File: src/rtl/pll_seq_pkg.sv
package pll_seq_pkg;
  typedef enum logic [3:0] {
    ST_IDLE, ST_UP_BIAS, ST_UP_MUX, ST_UP_SETTLE, ST_UP_START, ST_UP_POLL,
    ST_UP_WAIT, ST_UP_GATE, ST_UP_RBUF, ST_DN_GATE, ST_DN_STOP, ST_DN_RBUF,
    ST_DN_MUX, ST_DN_BIAS, ST_DN_SETTLE
  } seq_st_t;

  typedef enum logic [1:0] {FLD_BIAS, FLD_MUX, FLD_GATE, FLD_RBUF} lane_fld_t;

  typedef struct packed {
    logic      vld;
    lane_fld_t fld;
    logic      val;
  } lane_op_t;
endpackage

File: src/rtl/pll_seq_timer.sv
module pll_seq_timer #(
  parameter int W = 4
) (
  input  logic         clk,
  input  logic         rst_n,
  input  logic         load,
  input  logic [W-1:0] load_val,
  output logic         expired
);
  logic [W-1:0] cnt;

  always_ff @(posedge clk or negedge rst_n) begin
    if (!rst_n)            cnt <= '0;
    else if (load)         cnt <= load_val;
    else if (cnt != '0)    cnt <= cnt - 1'b1;
  end

  assign expired = (cnt == '0);
endmodule

File: src/rtl/pll_seq_lane.sv
module pll_seq_lane
  import pll_seq_pkg::*;
#(
  parameter int             MUX_W  = 8,
  parameter logic [MUX_W-1:0] MUX_ON = 8'hC0
) (
  input  logic             clk,
  input  logic             rst_n,
  input  logic             sel,
  input  lane_op_t         op,
  output logic             bias_en,
  output logic [MUX_W-1:0] sys_mux,
  output logic             gate_en,
  output logic             rbuf_en
);
  always_ff @(posedge clk or negedge rst_n) begin
    if (!rst_n) begin
      bias_en <= 1'b0;
      sys_mux <= '0;
      gate_en <= 1'b0;
      rbuf_en <= 1'b0;
    end else if (op.vld && sel) begin
      case (op.fld)
        FLD_BIAS: bias_en <= op.val;
        FLD_MUX:  sys_mux <= op.val ? MUX_ON : '0;
        FLD_GATE: gate_en <= op.val;
        FLD_RBUF: rbuf_en <= op.val;
        default:  ;
      endcase
    end
  end


  mux_needs_bias_chk: assert property (@(posedge clk) disable iff (!rst_n)
    (sys_mux != '0) |-> (bias_en && sys_mux == MUX_ON));
endmodule

File: src/rtl/pll_pwr_seq.sv
module pll_pwr_seq
  import pll_seq_pkg::*;
#(
  parameter int               MUX_W           = 8,
  parameter logic [MUX_W-1:0] MUX_ON          = 8'hC0,
  parameter int               BIAS_SETTLE_CYC = 3,
  parameter int               POLL_GAP_CYC    = 5,
  parameter int               POLL_TRIES      = 4
) (
  input  logic             clk,
  input  logic             rst_n,
  input  logic             pwr_on_req,
  input  logic             pwr_off_req,
  input  logic             slave_present,
  input  logic             lock_stat,
  output logic             m_bias_en,
  output logic [MUX_W-1:0] m_sys_mux,
  output logic             s_bias_en,
  output logic [MUX_W-1:0] s_sys_mux,
  output logic             pll_start,
  output logic             m_clk_gate_en,
  output logic             s_clk_gate_en,
  output logic             m_rbuf_en,
  output logic             s_rbuf_en,
  output logic             seq_done,
  output logic             lock_err
);
  localparam int TMAX = (BIAS_SETTLE_CYC > POLL_GAP_CYC) ? BIAS_SETTLE_CYC : POLL_GAP_CYC;
  localparam int TW   = $clog2(TMAX + 1);
  localparam int NW   = $clog2(POLL_TRIES + 1);
  localparam int NL   = 2;

  seq_st_t          st, st_nx;
  logic             ln, ln_nx, slv_q;
  logic [NW-1:0]    tries;
  lane_op_t         op;
  logic             tmr_ld, tmr_exp;
  logic [TW-1:0]    tmr_val;
  logic             acc_on, acc_off, more_slave;
  logic [NL-1:0]    bias_v, gate_v, rbuf_v;
  logic [NL-1:0][MUX_W-1:0] mux_v;

  assign acc_on     = (st == ST_IDLE) && pwr_on_req && !pll_start;
  assign acc_off    = (st == ST_IDLE) && pwr_off_req && pll_start;
  assign more_slave = !ln && slv_q;

  always_comb begin
    st_nx   = st;
    ln_nx   = ln;
    op      = '0;
    tmr_ld  = 1'b0;
    tmr_val = TW'(BIAS_SETTLE_CYC - 1);
    case (st)
      ST_IDLE: begin
        ln_nx = 1'b0;
        if (acc_on)       st_nx = ST_UP_BIAS;
        else if (acc_off) st_nx = ST_DN_GATE;
      end
      ST_UP_BIAS:   begin op = '{1'b1, FLD_BIAS, 1'b1}; st_nx = ST_UP_MUX; end
      ST_UP_MUX:    begin op = '{1'b1, FLD_MUX, 1'b1}; tmr_ld = 1'b1; st_nx = ST_UP_SETTLE; end
      ST_UP_SETTLE: if (tmr_exp) begin
        if (more_slave) begin ln_nx = 1'b1; st_nx = ST_UP_BIAS; end
        else            begin ln_nx = 1'b0; st_nx = ST_UP_START; end
      end
      ST_UP_START:  st_nx = ST_UP_POLL;
      ST_UP_POLL: begin
        if (lock_stat)                     st_nx = ST_UP_GATE;
        else if (tries == NW'(POLL_TRIES)) st_nx = ST_IDLE;
        else begin
          tmr_ld  = 1'b1;
          tmr_val = TW'(POLL_GAP_CYC - 1);
          st_nx   = ST_UP_WAIT;
        end
      end
      ST_UP_WAIT:   if (tmr_exp) st_nx = ST_UP_POLL;
      ST_UP_GATE: begin
        op = '{1'b1, FLD_GATE, 1'b1};
        if (more_slave) ln_nx = 1'b1;
        else begin ln_nx = 1'b0; st_nx = ST_UP_RBUF; end
      end
      ST_UP_RBUF: begin
        op = '{1'b1, FLD_RBUF, 1'b1};
        if (more_slave) ln_nx = 1'b1;
        else begin ln_nx = 1'b0; st_nx = ST_IDLE; end
      end
      ST_DN_GATE:   begin op = '{1'b1, FLD_GATE, 1'b0}; st_nx = ln ? ST_DN_RBUF : ST_DN_STOP; end
      ST_DN_STOP:   st_nx = ST_DN_RBUF;
      ST_DN_RBUF:   begin op = '{1'b1, FLD_RBUF, 1'b0}; st_nx = ST_DN_MUX; end
      ST_DN_MUX:    begin op = '{1'b1, FLD_MUX, 1'b0}; st_nx = ST_DN_BIAS; end
      ST_DN_BIAS:   begin op = '{1'b1, FLD_BIAS, 1'b0}; tmr_ld = 1'b1; st_nx = ST_DN_SETTLE; end
      ST_DN_SETTLE: if (tmr_exp) begin
        if (more_slave) begin ln_nx = 1'b1; st_nx = ST_DN_GATE; end
        else            begin ln_nx = 1'b0; st_nx = ST_IDLE; end
      end
      default:      st_nx = ST_IDLE;
    endcase
  end

  always_ff @(posedge clk or negedge rst_n) begin
    if (!rst_n) begin
      st        <= ST_IDLE;
      ln        <= 1'b0;
      slv_q     <= 1'b0;
      tries     <= '0;
      pll_start <= 1'b0;
      lock_err  <= 1'b0;
    end else begin
      st <= st_nx;
      ln <= ln_nx;
      if (acc_on || acc_off) begin
        slv_q    <= slave_present;
        lock_err <= 1'b0;
      end
      if (st == ST_UP_START) begin
        pll_start <= 1'b1;
        tries     <= '0;
      end
      if (st == ST_DN_STOP) pll_start <= 1'b0;
      if (st == ST_UP_POLL && !lock_stat) begin
        if (tries == NW'(POLL_TRIES)) lock_err <= 1'b1;
        else                          tries <= tries + 1'b1;
      end
    end
  end

  pll_seq_timer #(.W(TW)) u_tmr (
    .clk(clk), .rst_n(rst_n), .load(tmr_ld), .load_val(tmr_val), .expired(tmr_exp)
  );

  for (genvar i = 0; i < NL; i++) begin : g_lane
    pll_seq_lane #(.MUX_W(MUX_W), .MUX_ON(MUX_ON)) u_lane (
      .clk(clk), .rst_n(rst_n), .sel(ln == 1'(i)), .op(op),
      .bias_en(bias_v[i]), .sys_mux(mux_v[i]), .gate_en(gate_v[i]), .rbuf_en(rbuf_v[i])
    );
  end

  assign m_bias_en     = bias_v[0];
  assign s_bias_en     = bias_v[1];
  assign m_sys_mux     = mux_v[0];
  assign s_sys_mux     = mux_v[1];
  assign m_clk_gate_en = gate_v[0];
  assign s_clk_gate_en = gate_v[1];
  assign m_rbuf_en     = rbuf_v[0];
  assign s_rbuf_en     = rbuf_v[1];
  assign seq_done      = (st == ST_IDLE);


  slave_after_master_chk: assert property (@(posedge clk) disable iff (!rst_n)
    $rose(s_bias_en) |-> m_bias_en);

  start_after_bias_chk: assert property (@(posedge clk) disable iff (!rst_n)
    $rose(pll_start) |-> (m_bias_en && m_sys_mux == MUX_ON));

  poll_bound_chk: assert property (@(posedge clk) disable iff (!rst_n)
    tries <= NW'(POLL_TRIES));

  no_clk_on_err_chk: assert property (@(posedge clk) disable iff (!rst_n)
    lock_err |-> (!m_clk_gate_en && !m_rbuf_en && !s_clk_gate_en));

  gate_before_stop_chk: assert property (@(posedge clk) disable iff (!rst_n)
    m_clk_gate_en |-> pll_start);

  start_needs_req_chk: assert property (@(posedge clk) disable iff (!rst_n)
    $fell(seq_done) |-> $past(pwr_on_req || pwr_off_req));
endmodule

File: config.mk
export PLATFORM = sky130hd
export DESIGN_NAME = pll_pwr_seq
export DESIGN_NICKNAME = d
export VERILOG_FILES = /design/src/rtl/pll_seq_pkg.sv /design/src/rtl/pll_seq_timer.sv /design/src/rtl/pll_seq_lane.sv /design/src/rtl/pll_pwr_seq.sv
export SDC_FILE = /design/constraint.sdc
export NUM_CORES = 1
export LEC_CHECK = 0
export ABC_AREA = 1
export ABC_CLOCK_PERIOD_IN_PS = 3500
export BUFFER_PORTS_ARGS = -buffer_cell sky130_fd_sc_hd__buf_2
export CAP_MARGIN = 15
export CORE_MARGIN = 3
export CORE_UTILIZATION = 58
export DETAILED_ROUTE_END_ITERATION = 12
export PLACE_DENSITY = 0.85
export RECOVER_POWER = 25
export SYNTH_ARGS = -nofsm -noshare
export SYNTH_HDL_FRONTEND = slang
export SYNTH_SLANG_ARGS = --single-unit
File: constraint.sdc
create_clock -name clk -period 3.5 [get_ports clk]
set_input_delay 0.175 -clock clk [delete_from_list [all_inputs] [get_ports clk]]
set_output_delay 0.175 -clock clk [all_outputs]
set_load 0.005 [all_outputs]
==> flow_summary.ini, run 1 <==
[yosys]
synth.yosys.seq_area_share = 0.3633
post_synth_xor_area_fraction = 0.005780
async_flop_share = 1.000
ys.warnings.count = 0
post_synth_and_or_nand_nor_area_fraction = 0.3675
post_synth_num_cell_types = 22
synth_ff_type = sky130_fd_sc_hd__dfrtp_1
synth_common_cells = 80 x sky130_fd_sc_hd__nand2_1, 28 x sky130_fd_sc_hd__inv_1, 22 x sky130_fd_sc_hd__dfrtp_1
netlist.top_cell.by_area = sky130_fd_sc_hd__dfrtp_1
post_synth_main_area_contributors = sky130_fd_sc_hd__dfrtp_1 36%, sky130_fd_sc_hd__nand2_1 20%, sky130_fd_sc_hd__buf_4 6.9%
synth-compound-area-share = 0.07349
average_size_of_a_mapped_cell_sq_um = 6.704
netlist.area_leader.share = 0.3633
synthesis.instances = 226
yosys_register_bits = 22
synth.most_common_cell = sky130_fd_sc_hd__nand2_1
yosys-mux-area-fraction = 0
synth.cell_area_sq_mm = 0.001515
dominant_combinational_cell_family_by_area_after_synthesis = simple AND/OR/NAND/NOR gates
number_of_synthesized_flops_with_an_enable_pin = 0
synth_adder_area_share = 0.03303

[sta]
timing.fmax_ghz = 0.5948
final_min_period_over_clock_period = 0.4804
holdWs_ns = 0.1309
fin_worst_skew_ns = 0.004317
relSlewSlack = 0.2238
rsz0062_at_grt = false
setup_viol_count_final = 0
setup-tns-final_ns = 0
tightest_slew_ns = 1.164
timing.final.crit_period_ns = 1.681
final-max-slew-violation-count = 0
timing.final.hold_violations = 0

[critical_path]
worst_path_class_setup = reg2out
timing.critical_path.to_type = primary output
family_of_cells_with_the_greatest_summed_delay_on_the_critical_path = flip-flops
cp_cell_sequence = nor2_1 > nand2_1 > inv_1 > buf_2
crit_fanout = 9
timing.critical_path.arrival_ns = 1.51
timing.critical_path.from_type = flop
cpPeakStageDelay_ns = 0.51
worstReg2RegStart = st[2]
worst-r2r-setup-slack_ns = 1.91
worstPathRequired_ns = 3.32
slowest_cell_on_the_critical_path = sky130_fd_sc_hd__dfrtp_1
rr_worst_depth = 8
timing.rr.end = g_lane[1].u_lane.sys_mux[6]
path_buf_inv = 2

[layout]
final_layout_size_suffix_gt1_frac = 0.1270
area_taken_by_flip_flops_and_latches_sq_um = 550.5
areaGrowthSynthToFinish_pct = 6.441
nFillCells = 224
post_layout_nonfiller_instances = 272
insertedDiodeCount = 0
fin_util = 0.6893
final_cell_area_sq_mm = 0.001613
nNetsFinal = 255
area_of_the_multi_input_gates_sq_um = 772.0

[global_route]
gr-usage-met2 = 0.3377
grt.met3_usage = 0.05882
grt_antenna_before_repair = 0
largest_net_degree_at_the_start_of_global_routing = 23
grt_first_pass_wirelength_microns = 5444
grtUsageMet1 = 0.2810
vias_in_the_first_global_route = 1280
grt_overflow = 0
grt_most_used_layer = met2
groute.usage.overall = 0.2089

[clocking]
h-tree-depth = 1
insertion_delay_ns = 0.31
clockBufferDepth = 2
tritoncts_num_sinks = 22
tritoncts = built
clock_tree.root_cell = sky130_fd_sc_hd__clkbuf_4
post-cts-setup-buffer-count = 0
cts-buffers-inserted = 3
post_cts_resized = 0
cts_hold_repair.buffers = 1
path_clk_slew_ns = 0.11

[floorplan]
die_area_sq_mm = 0.003262
row_count = 17
top_level_ports = 31
floorplan.core_area_sq_mm = 0.002340
die_width_microns = 57.11
initial_utilization = 0.6476
die_y_microns = 57.11

[drt]
route.detailed.wl_per_inst_microns = 11.65
detail_route.wirelength_microns = 3168
detailedRoute.firstPassIterationCount = 4
final_antenna_net_count = 0
vias_per_cell = 5.228
drt_iter0_drc = 62
remaining_drc_errors = 0
route.vias.total = 1422

[job]
cap_violations = 0

[power_and_ir_drop]
power.ir.vdd_worst_v = 0.0005362
static-leakage-power_nw = 0.9578
cellPowerDensity_mw_per_mm2 = 911.0

[worst_hold_path]
hp-class = in2reg
min_from = slave_present
timing.hold.worst_path_depth = 3
hold_end = slv_q

[run_status]
run_status = finished clean

[place]
place_inst = 267
dp_hpwl_microns = 2531
placed_area_sq_mm = 0.001568
finalWeightedCongestion = 0.9179
placement.io_buffers = 18
logic make-up (layout without fill, tap and decap cells):
group	count (synthesis)	count (layout)
other	1	12
adders and majority gates	4	4
DFF	22	22
AOI/OAI and AO/OA	21	21
and+or+nand+nor	129	129
buffers and inverters	48	55
xor gates and xnor gates	1	1
layout make-up:
| class | instances | area share |
|---|---|---|
| timing repair buffer | 19 | 0.06129 |
| sequential | 22 | 0.3413 |
| clock buffer | 4 | 0.02250 |
| multi-input combinational | 167 | 0.4787 |
| tap | 28 | 0.02172 |
| inverter | 32 | 0.07448 |
layout by cell type (no fill, tap or decap):
| master | n |
|---|---|
| sky130_fd_sc_hd__a21oi_1 | 6 |
| sky130_fd_sc_hd__a31oi_1 | 1 |
| sky130_fd_sc_hd__buf_2 | 17 |
| sky130_fd_sc_hd__clkbuf_1 | 1 |
| sky130_fd_sc_hd__clkbuf_4 | 3 |
| sky130_fd_sc_hd__clkbuf_8 | 1 |
| sky130_fd_sc_hd__conb_1 | 12 |
| sky130_fd_sc_hd__dfrtp_1 | 22 |
| sky130_fd_sc_hd__dlygate4sd3_1 | 1 |
| sky130_fd_sc_hd__ha_1 | 4 |
| sky130_fd_sc_hd__inv_1 | 28 |
| sky130_fd_sc_hd__inv_2 | 4 |
| sky130_fd_sc_hd__nand2_1 | 80 |
| sky130_fd_sc_hd__nand3_1 | 16 |
| sky130_fd_sc_hd__nand3_2 | 1 |
| sky130_fd_sc_hd__nand4_1 | 7 |
| sky130_fd_sc_hd__nor2_1 | 19 |
| sky130_fd_sc_hd__nor2_2 | 2 |
| sky130_fd_sc_hd__nor2_4 | 3 |
| sky130_fd_sc_hd__nor3_1 | 1 |
| sky130_fd_sc_hd__o21ai_0 | 9 |
| sky130_fd_sc_hd__o21ai_1 | 3 |
| sky130_fd_sc_hd__o31ai_1 | 2 |
| sky130_fd_sc_hd__xor2_1 | 1 |
power by group:
part           internal, W  switching (W)  total [W]
registers         0.000369       0.000113   0.000482
clock network    0.0000635      0.0000750   0.000139
logic             0.000286       0.000563   0.000849
per-layer routing:
metal  part of all wire  vias to the layer above  routed length, microns
met1               0.43                      634                    1371
li1                   -                      719                       -
met3              0.082                        4                     261
met5                  0                        -                       0
met2               0.48                       65                    1507
met4             0.0088                        0                      28
worst max path at each step:
| stage | startpoint | end | slack, ns | cells after the start |
|---|---|---|---|---|
| after floorplan | st[2] | g_lane[1].u_lane.sys_mux[6] | 2.16 | 8 |
| after global placement | st[2] | g_lane[1].u_lane.sys_mux[6] | 1.95 | 8 |
| after detailed placement | st[2] | g_lane[1].u_lane.sys_mux[6] | 1.97 | 8 |
| after CTS | st[0] | seq_done | 1.84 | 4 |
| after global routing | st[2] | seq_done | 1.71 | 4 |
| final | st[0] | seq_done | 1.82 | 4 |
worst reg2reg max path: cells and delay by family, from the launching register on:
family        cells  cell delay [ns]
flops             1             0.49
simple gates      8             0.99
state kept, by name (all words and copies together) (netlist names):
signal / flops
st: 4
g_lane.u_lane.sys_mux: 2
g_lane.u_lane.gate_en: 2
g_lane.u_lane.bias_en: 2
ln: 1
pll_start: 1
lock_err: 1
tries: 3
g_lane.u_lane.rbuf_en: 2
u_tmr.cnt: 3
slv_q: 1
through the flow:
stage | setup WS (ns) | total power, W
final | 1.819 | 0.001469
after global routing | 1.713 | 0.001633
after floorplan | 2.156 | 0.001114
after global placement | 1.946 | 0.001304
after CTS | 1.835 | 0.001469
after detailed placement | 1.966 | 0.001326
(Power assumes the default switching activity.)
==> run 2, diff against run 1 <==
--- a/config.mk
+++ b/config.mk
@@ -5,14 +5,14 @@
 export SDC_FILE = /design/constraint.sdc
 export NUM_CORES = 1
 export LEC_CHECK = 0
-export ABC_AREA = 1
-export ABC_CLOCK_PERIOD_IN_PS = 3500
+export ABC_AREA = 0
+export ABC_CLOCK_PERIOD_IN_PS = 1550
 export BUFFER_PORTS_ARGS = -buffer_cell sky130_fd_sc_hd__buf_2
 export CAP_MARGIN = 15
 export CORE_MARGIN = 3
-export CORE_UTILIZATION = 58
+export CORE_UTILIZATION = 54
 export DETAILED_ROUTE_END_ITERATION = 12
-export PLACE_DENSITY = 0.85
+export PLACE_DENSITY = 0.8
 export RECOVER_POWER = 25
 export SYNTH_ARGS = -nofsm -noshare
 export SYNTH_HDL_FRONTEND = slang
==> constraint.sdc (replaced) <==
create_clock -name clk -period 1.55 [get_ports clk]
set_input_delay 0.0775 -clock clk [delete_from_list [all_inputs] [get_ports clk]]
set_output_delay 0.0775 -clock clk [all_outputs]
set_load 0.005 [all_outputs]
==> run 2 against run 1 <==
Against the previous run:
- the flow now finishes with violations (setup timing)
- first-iteration DRC count grew 65%
- non-clock buffer count increased by 37
- die area grew 7.3%
- critical path type is now reg2reg
- critical endpoint is now st[0]
- highest routed layer unchanged
==> flow_summary.ini, run 2 <==
[run_status]
run_status = finished with violations
violations = setup timing

[yosys]
synth.yosys.seq_area_share = 0.3607
synthesis.instances = 175
post_synth_num_cell_types = 46
post_synth_xor_area_fraction = 0.005738
synth_ff_type = sky130_fd_sc_hd__dfrtp_1
post_synth_and_or_nand_nor_area_fraction = 0.2049
netlist.top_cell.by_area = sky130_fd_sc_hd__dfrtp_1
yosys_register_bits = 22
synth.most_common_cell = sky130_fd_sc_hd__dfrtp_1
yosys-mux-area-fraction = 0.02705
async_flop_share = 1.000
synth-compound-area-share = 0.2393
average_size_of_a_mapped_cell_sq_um = 8.723
synth.cell_area_sq_mm = 0.001526
post_synth_main_area_contributors = sky130_fd_sc_hd__dfrtp_1 36%, sky130_fd_sc_hd__buf_4 8.4%, sky130_fd_sc_hd__nand2_1 4.4%
number_of_synthesized_flops_with_an_enable_pin = 0
synth_adder_area_share = 0.03279
synth_common_cells = 22 x sky130_fd_sc_hd__dfrtp_1, 18 x sky130_fd_sc_hd__nand2_1, 17 x sky130_fd_sc_hd__buf_4
dominant_combinational_cell_family_by_area_after_synthesis = compound AO/OA/AOI/OAI gates
ys.warnings.count = 0
netlist.area_leader.share = 0.3607

[clocking]
path_clk_slew_ns = 0.12
h-tree-depth = 1
cts-buffers-inserted = 3
tritoncts_num_sinks = 22
clockBufferDepth = 2
clock_tree.root_cell = sky130_fd_sc_hd__clkbuf_4
insertion_delay_ns = 0.31
tritoncts = built

[sta]
final-max-slew-violation-count = 0
timing.final.hold_violations = 0
setup-tns-final_ns = -0.4957
fin_worst_skew_ns = 0.006183
tightest_slew_ns = 1.237
timing.fmax_ghz = 0.5977
rsz0062_at_grt = true
final_min_period_over_clock_period = 1.079
final.setup.worst_slack_ns = -0.1232
relSlewSlack = 0.1755
setup_viol_count_final = 5
holdWs_ns = 0.1707
timing.final.crit_period_ns = 1.673

[floorplan]
die_y_microns = 59.17
initial_utilization = 0.5894
top_level_ports = 31
die_area_sq_mm = 0.003501
floorplan.core_area_sq_mm = 0.002590
row_count = 18
die_width_microns = 59.17

[layout]
largest_registers = st: 4 flops, tries: 3 flops, u_tmr.cnt: 3 flops
largest_reg_flops = 4
most-common-layout-cells = 33 x sky130_fd_sc_hd__buf_4, 18 x sky130_fd_sc_hd__nand2_1, 18 x sky130_fd_sc_hd__dfrtp_1
final_layout_size_suffix_gt1_frac = 0.3575
insertedDiodeCount = 0
nNetsFinal = 233
nFillCells = 171
areaGrowthSynthToFinish_pct = 26.80
area_taken_by_flip_flops_and_latches_sq_um = 555.5
layout_commonest_cell = sky130_fd_sc_hd__buf_4
most_flop_heavy_register = st
area_of_the_multi_input_gates_sq_um = 895.9

[critical_path]
cpPeakStageDelay_ns = 0.48
family_of_cells_with_the_greatest_summed_delay_on_the_critical_path = flip-flops
worstPathRequired_ns = 1.75
timing.critical_path.arrival_ns = 1.88
timing.rr.end = st[0]
slowest_cell_on_the_critical_path = sky130_fd_sc_hd__dfrtp_2
crit_fanout = 5
worstReg2RegStart = st[0]
worst_path_most_repeated_cell = sky130_fd_sc_hd__a31oi_1
timing.critical_path.from_type = flop
rr_worst_depth = 6
path_buf_inv = 2
worst_path_class_setup = reg2reg
worst-r2r-setup-slack_ns = -0.12
cp_cell_sequence = buf_6 > nor4_4 > a32oi_2 > buf_4 > a31oi_1 > a31oi_1
timing.critical_path.to_type = flop

[drt]
route.detailed.wl_per_inst_microns = 17.49
drt_iter0_drc = 102
detail_route.wirelength_microns = 4390
final_antenna_net_count = 0
detailedRoute.firstPassIterationCount = 4
route.vias.total = 1546
remaining_drc_errors = 0
vias_per_cell = 6.159

[power_and_ir_drop]
cellPowerDensity_mw_per_mm2 = 2075
static-leakage-power_nw = 0.8800
power.ir.vdd_worst_v = 0.001278

[global_route]
grt_antenna_before_repair = 0
largest_net_degree_at_the_start_of_global_routing = 23
grt_first_pass_wirelength_microns = 6348
groute.usage.overall = 0.2382
grt_overflow = 0
vias_in_the_first_global_route = 1419

[place]
placement.io_buffers = 18
dp_hpwl_microns = 2758
finalWeightedCongestion = 0.9243

[worst_hold_path]
hp-class = in2reg
min_from = lock_stat
timing.hold.worst_path_depth = 4
hold_end = tries[2]

[job]
cap_violations = 0
==> run 2: changes by cell type after synthesis, moves of 5 or more <==
cell / previous run / this run
sky130_fd_sc_hd__a31oi_1: 1 / 6
sky130_fd_sc_hd__nand4_1: 7 / 1
sky130_fd_sc_hd__nor2b_1: 0 / 7
sky130_fd_sc_hd__nand2b_1: 0 / 5
sky130_fd_sc_hd__inv_1: 28 / 8
sky130_fd_sc_hd__nand3_1: 16 / 3
sky130_fd_sc_hd__a21oi_1: 6 / 12
sky130_fd_sc_hd__nor2_1: 19 / 10
sky130_fd_sc_hd__nand2_1: 80 / 18
==> run 2: power by group <==
group	leakage (nW)	switching, W	internal, W
clock network	0.0138	0.000178	0.0000910
registers	0.254	0.000234	0.000795
logic	0.612	0.00142	0.00130
total	0.880	0.00183	0.00218
==> run 2: cell families (layout without fill, tap and decap cells) <==
group           after synthesis  count (layout)
simple gates                 58              58
compound gates               52              52
buf+inv                      33              68
flops                        22              22
fa+ha+maj                     4               4
mux                           4               4
other cells                   1              12
xor+xnor                      1               1
==> run 2: worst min-delay path: cells and delay by family <==
kind / cells / cell delay (ns)
AND/OR/NAND/NOR: 1 / 0.08
AO/OA/AOI/OAI: 1 / 0.05
buffers and inverters: 1 / 0.17
multiplexers: 1 / 0.07
==> run 2: metal layers <==
metal | global-route usage | wire, microns | vias to the layer above
met5 | 0 | 0 | -
met2 | 0.4069 | 2175 | 92
met3 | 0.03922 | 381 | 17
li1 | - | - | 693
met4 | 0.09709 | 119 | 0
met1 | 0.2975 | 1713 | 744
==> run 2: area by class of cell <==
class / count / share of cell area
clock buffers: 3 / 0.01164
inverters: 9 / 0.01745
multi-input cells: 131 / 0.4628
flip-flops and latches: 22 / 0.2870
well taps: 30 / 0.01939
repair buffers: 56 / 0.2017
==> run 2: timing repair <==
action / CTS / global route
setup buffers: 3 / 9
endpoints found under the hold margin: 22 / 1
gates cloned: 0 / 0
gates resized for setup: 8 / 17
pin swaps: 2 / 4
hold buffers: 1 / 1
setup endpoints to repair: 11 / 11
==> run 2: worst max path at each step <==
stage | from | depth (start not counted) | slack (ns) | end
after floorplan | st[3] | 5 | 0.04 | st[2]
after global placement | st[3] | 4 | -0.04 | st[2]
after detailed placement | st[3] | 4 | -0.1 | st[2]
after CTS | tries[0] | 6 | -0.005 | st[2]
after global routing | st[0] | 6 | -0.19 | st[0]
final | st[0] | 6 | -0.12 | st[0]
==> run 2: per-stage QoR <==
step	util	cell area (sq um)	worst slack (ns)	cells	power [W]
floorplan	-	1568	0.04458	186	0.002402
global placement	0.6623	1715	-0.03730	234	0.002997
detailed placement	0.6623	1715	-0.09671	234	0.003130
CTS	0.6966	1804	-0.004627	241	0.003527
global route	0.7473	1936	-0.1890	251	0.004244
finish	0.7473	1936	-0.1232	251	0.004017
